`config.mk`:
```
export PLATFORM = sky130hd
export DESIGN_NAME = mshift8_core
export DESIGN_NICKNAME = d
export VERILOG_FILES = /design/src/rtl/mshift8_pkg.sv /design/src/rtl/mshift8_bitrev.sv /design/src/rtl/mshift8_fillsel.sv /design/src/rtl/mshift8_stage.sv /design/src/rtl/mshift8_core.sv
export SDC_FILE = /design/constraint.sdc
export NUM_CORES = 1
export LEC_CHECK = 0
export ABC_CLOCK_PERIOD_IN_PS = 9400
export BUFFER_PORTS_ARGS = -buffer_cell sky130_fd_sc_hd__buf_4
export CAP_MARGIN = 20
export CELL_PAD_IN_SITES_DETAIL_PLACEMENT = 0
export CELL_PAD_IN_SITES_GLOBAL_PLACEMENT = 1
export CORE_MARGIN = 2
export CORE_UTILIZATION = 42
export DETAILED_ROUTE_END_ITERATION = 7
export GPL_TIMING_DRIVEN = 1
export PLACE_DENSITY = 0.89
export SETUP_SLACK_MARGIN = 0.1
export SLEW_MARGIN = 30
export SYNTH_ARGS = -nofsm -noshare
export SYNTH_HDL_FRONTEND = slang
export SYNTH_SLANG_ARGS = --single-unit
export TNS_END_PERCENT = 20
```
`constraint.sdc`:
```
create_clock -name vclk -period 9.4
set_input_delay 2.82 -clock vclk [all_inputs]
set_output_delay 2.82 -clock vclk [all_outputs]
set_load 0.1 [all_outputs]
```
`src/rtl/mshift8_pkg.sv`:
```
package mshift8_pkg;
   typedef enum logic [1:0] {
      MODE_ROR = 2'b00,
      MODE_SLL = 2'b01,
      MODE_SRL = 2'b10,
      MODE_SRA = 2'b11
   } shift_mode_t;
endpackage

```
`src/rtl/mshift8_bitrev.sv`:
```
module mshift8_bitrev #(
   parameter int W = 8
) (
   input  logic         en,
   input  logic [W-1:0] word_i,
   output logic [W-1:0] word_o
);
   logic [W-1:0] flipped;

   for (genvar b = 0; b < W; b++) begin : g_flip
      assign flipped[b] = word_i[W-1-b];
   end

   assign word_o = en ? flipped : word_i;
endmodule

```
`src/rtl/mshift8_fillsel.sv`:
```
module mshift8_fillsel
   import mshift8_pkg::*;
(
   input  shift_mode_t mode,
   input  logic        wrap_bit,
   input  logic        sign_bit,
   output logic        fill_bit
);
   always_comb begin
      unique case (mode)
         MODE_ROR: fill_bit = wrap_bit;
         MODE_SRA: fill_bit = sign_bit;
         default:  fill_bit = 1'b0;
      endcase
   end
endmodule

```
`src/rtl/mshift8_stage.sv`:
```
module mshift8_stage
   import mshift8_pkg::*;
#(
   parameter int W  = 8,
   parameter int SH = 1
) (
   input  shift_mode_t  mode,
   input  logic         en,
   input  logic [W-1:0] word_i,
   output logic [W-1:0] word_o
);
   if (SH < 1 || SH >= W) begin : g_bad_sh
      $error("mshift8_stage: SH must lie in 1..W-1");
   end

   logic [SH-1:0] fill;

   for (genvar k = 0; k < SH; k++) begin : g_fill
      mshift8_fillsel u_fill (
         .mode     (mode),
         .wrap_bit (word_i[k]),
         .sign_bit (word_i[W-1]),
         .fill_bit (fill[k])
      );
   end

   assign word_o = en ? {fill, word_i[W-1:SH]} : word_i;
endmodule

```
`src/rtl/mshift8_core.sv`:
```
module mshift8_core
   import mshift8_pkg::*;
#(
   parameter  int W     = 8,
   localparam int AMT_W = $clog2(W)
) (
   input  logic [W-1:0]     data_in,
   input  logic [AMT_W-1:0] amount,
   input  logic [1:0]       mode,
   output logic [W-1:0]     data_out
);
   if (W < 2 || (1 << AMT_W) != W) begin : g_bad_w
      $error("mshift8_core: W must be a power of two, at least 2");
   end

   shift_mode_t mode_e;
   logic        flip_en;
   logic [W-1:0] chain [AMT_W+1];

   assign mode_e  = shift_mode_t'(mode);
   assign flip_en = ~mode[1] & mode[0];

   mshift8_bitrev #(.W(W)) u_rev_in (
      .en     (flip_en),
      .word_i (data_in),
      .word_o (chain[0])
   );

   for (genvar s = 0; s < AMT_W; s++) begin : g_stage
      mshift8_stage #(.W(W), .SH(1 << s)) u_stage (
         .mode   (mode_e),
         .en     (amount[s]),
         .word_i (chain[s]),
         .word_o (chain[s+1])
      );
   end

   mshift8_bitrev #(.W(W)) u_rev_out (
      .en     (flip_en),
      .word_i (chain[AMT_W]),
      .word_o (data_out)
   );
endmodule

```
# Yosys cells after proc, flatten, opt, wreduce, memory -nomap -nowiden
# Index checks and enable logic that the tools add are counted.
# word_totals
register_bits,0
word_cells,16
# op_classes
eq_ne,1
n_mux,12
bitwise_logic,2
n_reduce_logical,1
# op_table
operator,count
$mux 8,5
$pmux 1 s2,7
$eq 2x2->1 const B,1
$logic_not 2->1,1
$and 1x1->1,1
$not 1->1,1

# Logic depth before layout (Yosys ltp)
# depth
depth_word,10
depth_mapped,9

# By module
# Synthesis repeated with hierarchy kept, for this count alone.
# hier_totals
hier_cells,88
area_unflattened_um2,977.2
# modules_own_cells
mod,instances,cells_each,area_each_um2,seq_area_each_um2
mshift8_stage,3,9,131.4,0.0
mshift8_fillsel,7,6,43.8,0.0
mshift8_bitrev,2,9,131.4,0.0
mshift8_core,1,1,13.8,0.0

# Worst setup path after synthesis
# OpenSTA, ideal clock, no wires.
# synth_timing
path_kind,input-to-output
startpoint,input mode[1]
endpoint,output data_out[2]
arrival_time_ns,5.677
required_time_ns,6.580
setup_slack_ns,0.903
cell_stages,8
n_path_buf,0
cell_sequence,inv_1 -> ha_1 -> nor2b_1 -> and3_1 -> o21ai_0 -> a21oi_1 -> a31oi_1 -> a32oi_1
# synth_via
elab_chain_cells,10
# synth_rtl
item,line,rtl
from (decl),mshift8_core.sv:9,"input logic [1:0] mode,"
$not 1->1,mshift8_core.sv:21,assign flip_en = ~mode[1] & mode[0];
$and 1x1->1,mshift8_core.sv:21,
$mux 8,mshift8_bitrev.sv:14,assign word_o = en ? flipped : word_i;
$pmux 1 s2,mshift8_fillsel.sv:10,unique case (mode)
$mux 8,mshift8_stage.sv:27,"assign word_o = en ? {fill, word_i[W-1:SH]} : word_i;"
$pmux 1 s2,mshift8_fillsel.sv:10,
$mux 8,mshift8_stage.sv:27,
$pmux 1 s2,mshift8_fillsel.sv:10,
$mux 8,mshift8_stage.sv:27,
$mux 8 (*),mshift8_bitrev.sv:14,
to (decl),mshift8_core.sv:10,output logic [W-1:0] data_out
# Mark *: on every way between the ends. The rest lies on a longest branch, timed or not.

# Worst setup path in the final report
# layout_timing
startpoint,input mode[1]
endpoint,output data_out[0]
# The elaborated chain is that of the path after synthesis.

==> impl_metrics.json <==
{
  "netSwitchingFraction": 0.7071,
  "ctsResizeCount": 0,
  "yosysSeqAreaShare": 0,
  "drtIter0Drc": 30,
  "synthTopCellsByCount": "mux2i_1, nand2_1, a21oi_1, nand3_1",
  "dieArea_um2": 2047,
  "status": "finished, final reports clean",
  "design.seq.count": 0,
  "cp_slowest_cell": "ha_1",
  "crit_required_ns": 6.58,
  "port_buffers": 21,
  "pre_cts_slack_ns": 1.388,
  "critPathArrivalTime_ns": 5.25,
  "seqPwrFrac": 0,
  "ant_nets": 0,
  "worst_hold_path_type": "primary input to output port",
  "start_util": 0.4583,
  "dp_hpwl_um": 1531,
  "ir_worst_vdd_mv": 0.03943,
  "drt_wl_total_um": 1940,
  "crit_top_cell": "buf_4",
  "io_pins": 21,
  "n_clock_buffer": 0,
  "area_growth_pct": 19.79,
  "drive_above_1_share": 0.2679,
  "seqCellArea_um2": 0,
  "multi_input_area_um2": 660.6,
  "gr-total-overflow": 0,
  "die_y_um": 45.25,
  "internal_power_w": 0.00002484,
  "nFillCells": 177,
  "worst_slew_pin_slew_ns": 0.5876,
  "yosys-top-cells-area": "mux2i_1, mux4_2, nand2_1",
  "viasPerCell": 6.164,
  "gp_congestion": 0.8385,
  "pwr-share-comb": 1.000,
  "tns_ns": 0,
  "finalCritPeriodShare": 0.8580,
  "synth_cell_types": 33,
  "power.switching_w": 0.00005997,
  "die_w_um": 45.25,
  "grt_max_degree": 15,
  "final_util": 0.5490,
  "coreArea_um2": 1559,
  "clkPwrFrac": 0,
  "cp_max_fo": 11,
  "num_rows": 14,
  "fmax_mhz": 124.0,
  "drt-wirelength-per-cell_um": 15.16,
  "path_cells": "buf_4 > inv_1 > ha_1 > mux2_2 > and3_1 > o21ai_1 > a21oi_1 > o31ai_1 > mux2i_1 > buf_4",
  "drv_cap": 0,
  "relSlewSlack": 0.6083,
  "grt_pass1_vias": 716,
  "fin_nets": 131,
  "synthCells": 97,
  "slew_violations": 0,
  "setup_violations": 0,
  "first_pass_iters": 4,
  "cts_setup_buffers": 0,
  "grt.total_usage": 0.2107,
  "power_leakage_nw": 0.4014,
  "antenna_found_initial": 0,
  "rsz0062_at_grt": "no",
  "synth_nets": 114,
  "ctsHoldBuffers": 0,
  "fin_crit_ns": 8.065,
  "yosysTopAreaCell": "mux2i_1",
  "fin_ws_ns": 1.335,
  "drcViolationCount": 0,
  "slowest_delay_ns": 0.54,
  "syn_avg_cell_area_um2": 7.365,
  "p_per_area_nw_per_um2": 99.10,
  "critical_path_class": "primary input to output port",
  "diodes": 0,
  "vias": 789,
  "endpoint_kind": "output port",
  "grt_pass1_wl_um": 3325,
  "ys_warn_count": 0,
  "synth_area_um2": 714.4,
  "cp-start-kind": "primary input",
  "synth_top_area_frac": 0.2522,
  "hold_viol_final": 0
}
==> critical path, delay by kind of cell <==
family / cells / cell delay [ns]
compound gates: 3 / 0.67
fa+ha+maj: 1 / 0.54
buf+inv: 3 / 0.46
mux: 2 / 0.55
simple gates: 1 / 0.21
==> cells in the final DEF, fill, tap and decap left out, types with 2 or more instances in the layout <==
cell | Yosys | final
ha_1 | 4 | 4
o21ai_0 | 3 | 3
inv_1 | 3 | 3
a21oi_1 | 9 | 9
nand2_1 | 18 | 18
nand3_1 | 5 | 5
mux4_2 | 4 | 4
and3_1 | 3 | 3
nor2_1 | 2 | 2
mux2i_1 | 18 | 18
o21ai_1 | 4 | 4
buf_4 | 1 | 21
==> path summary, 6_finish.rpt <==
| path | startpoint | end | slack [ns] | cells past startpoint |
|---|---|---|---|---|
| worst max-delay path | mode[1] | data_out[0] | 1.33 | 10 |
| worst min-delay path | amount[2] | data_out[2] | 6.15 | 4 |
==> power by group through the flow <==
stage               Sequential, W  Clock (W)  Combinational, W
floorplan                       0          0         0.0000661
global placement                0          0         0.0000834
finish                          0          0         0.0000848
CTS                             0          0         0.0000844
detailed placement              0          0         0.0000842
global route                    0          0         0.0000896
==> metrics by stage <==
step | cells | power [W] | instance area (um^2) | hold WS (ns)
floorplan | 97 | 0.00006609 | 714.4 | 6.410
CTS | 128 | 0.00008436 | 855.8 | 6.147
global placement | 128 | 0.00008343 | 855.8 | 6.146
finish | 128 | 0.00008481 | 855.8 | 6.150
global route | 128 | 0.00008963 | 855.8 | 6.188
detailed placement | 128 | 0.00008416 | 855.8 | 6.148
==> metal layers <==
metal  up-vias  part of all wire  global-route usage
met5         -                 0                   0
met4         0             0.017             0.04706
met3         4             0.060            0.004000
met2        41              0.45              0.3400
met1       351              0.47              0.3108
li1        393                 -                   -
==> layout make-up <==
class / instances / area share
tap: 16 / 0.02339
inverter: 4 / 0.02047
multi-input combinational: 87 / 0.7719
timing repair buffer: 21 / 0.1842
==> logic make-up after synthesis <==
family,Yosys count,synth area share
AO/OA/AOI/OAI,26,0.2312
adder cells (fa/ha/maj),4,0.07006
buffers and inverters,10,0.07532
multiplexers,24,0.4151
AND/OR/NAND/NOR,33,0.2084
(Power assumes the default switching activity.)
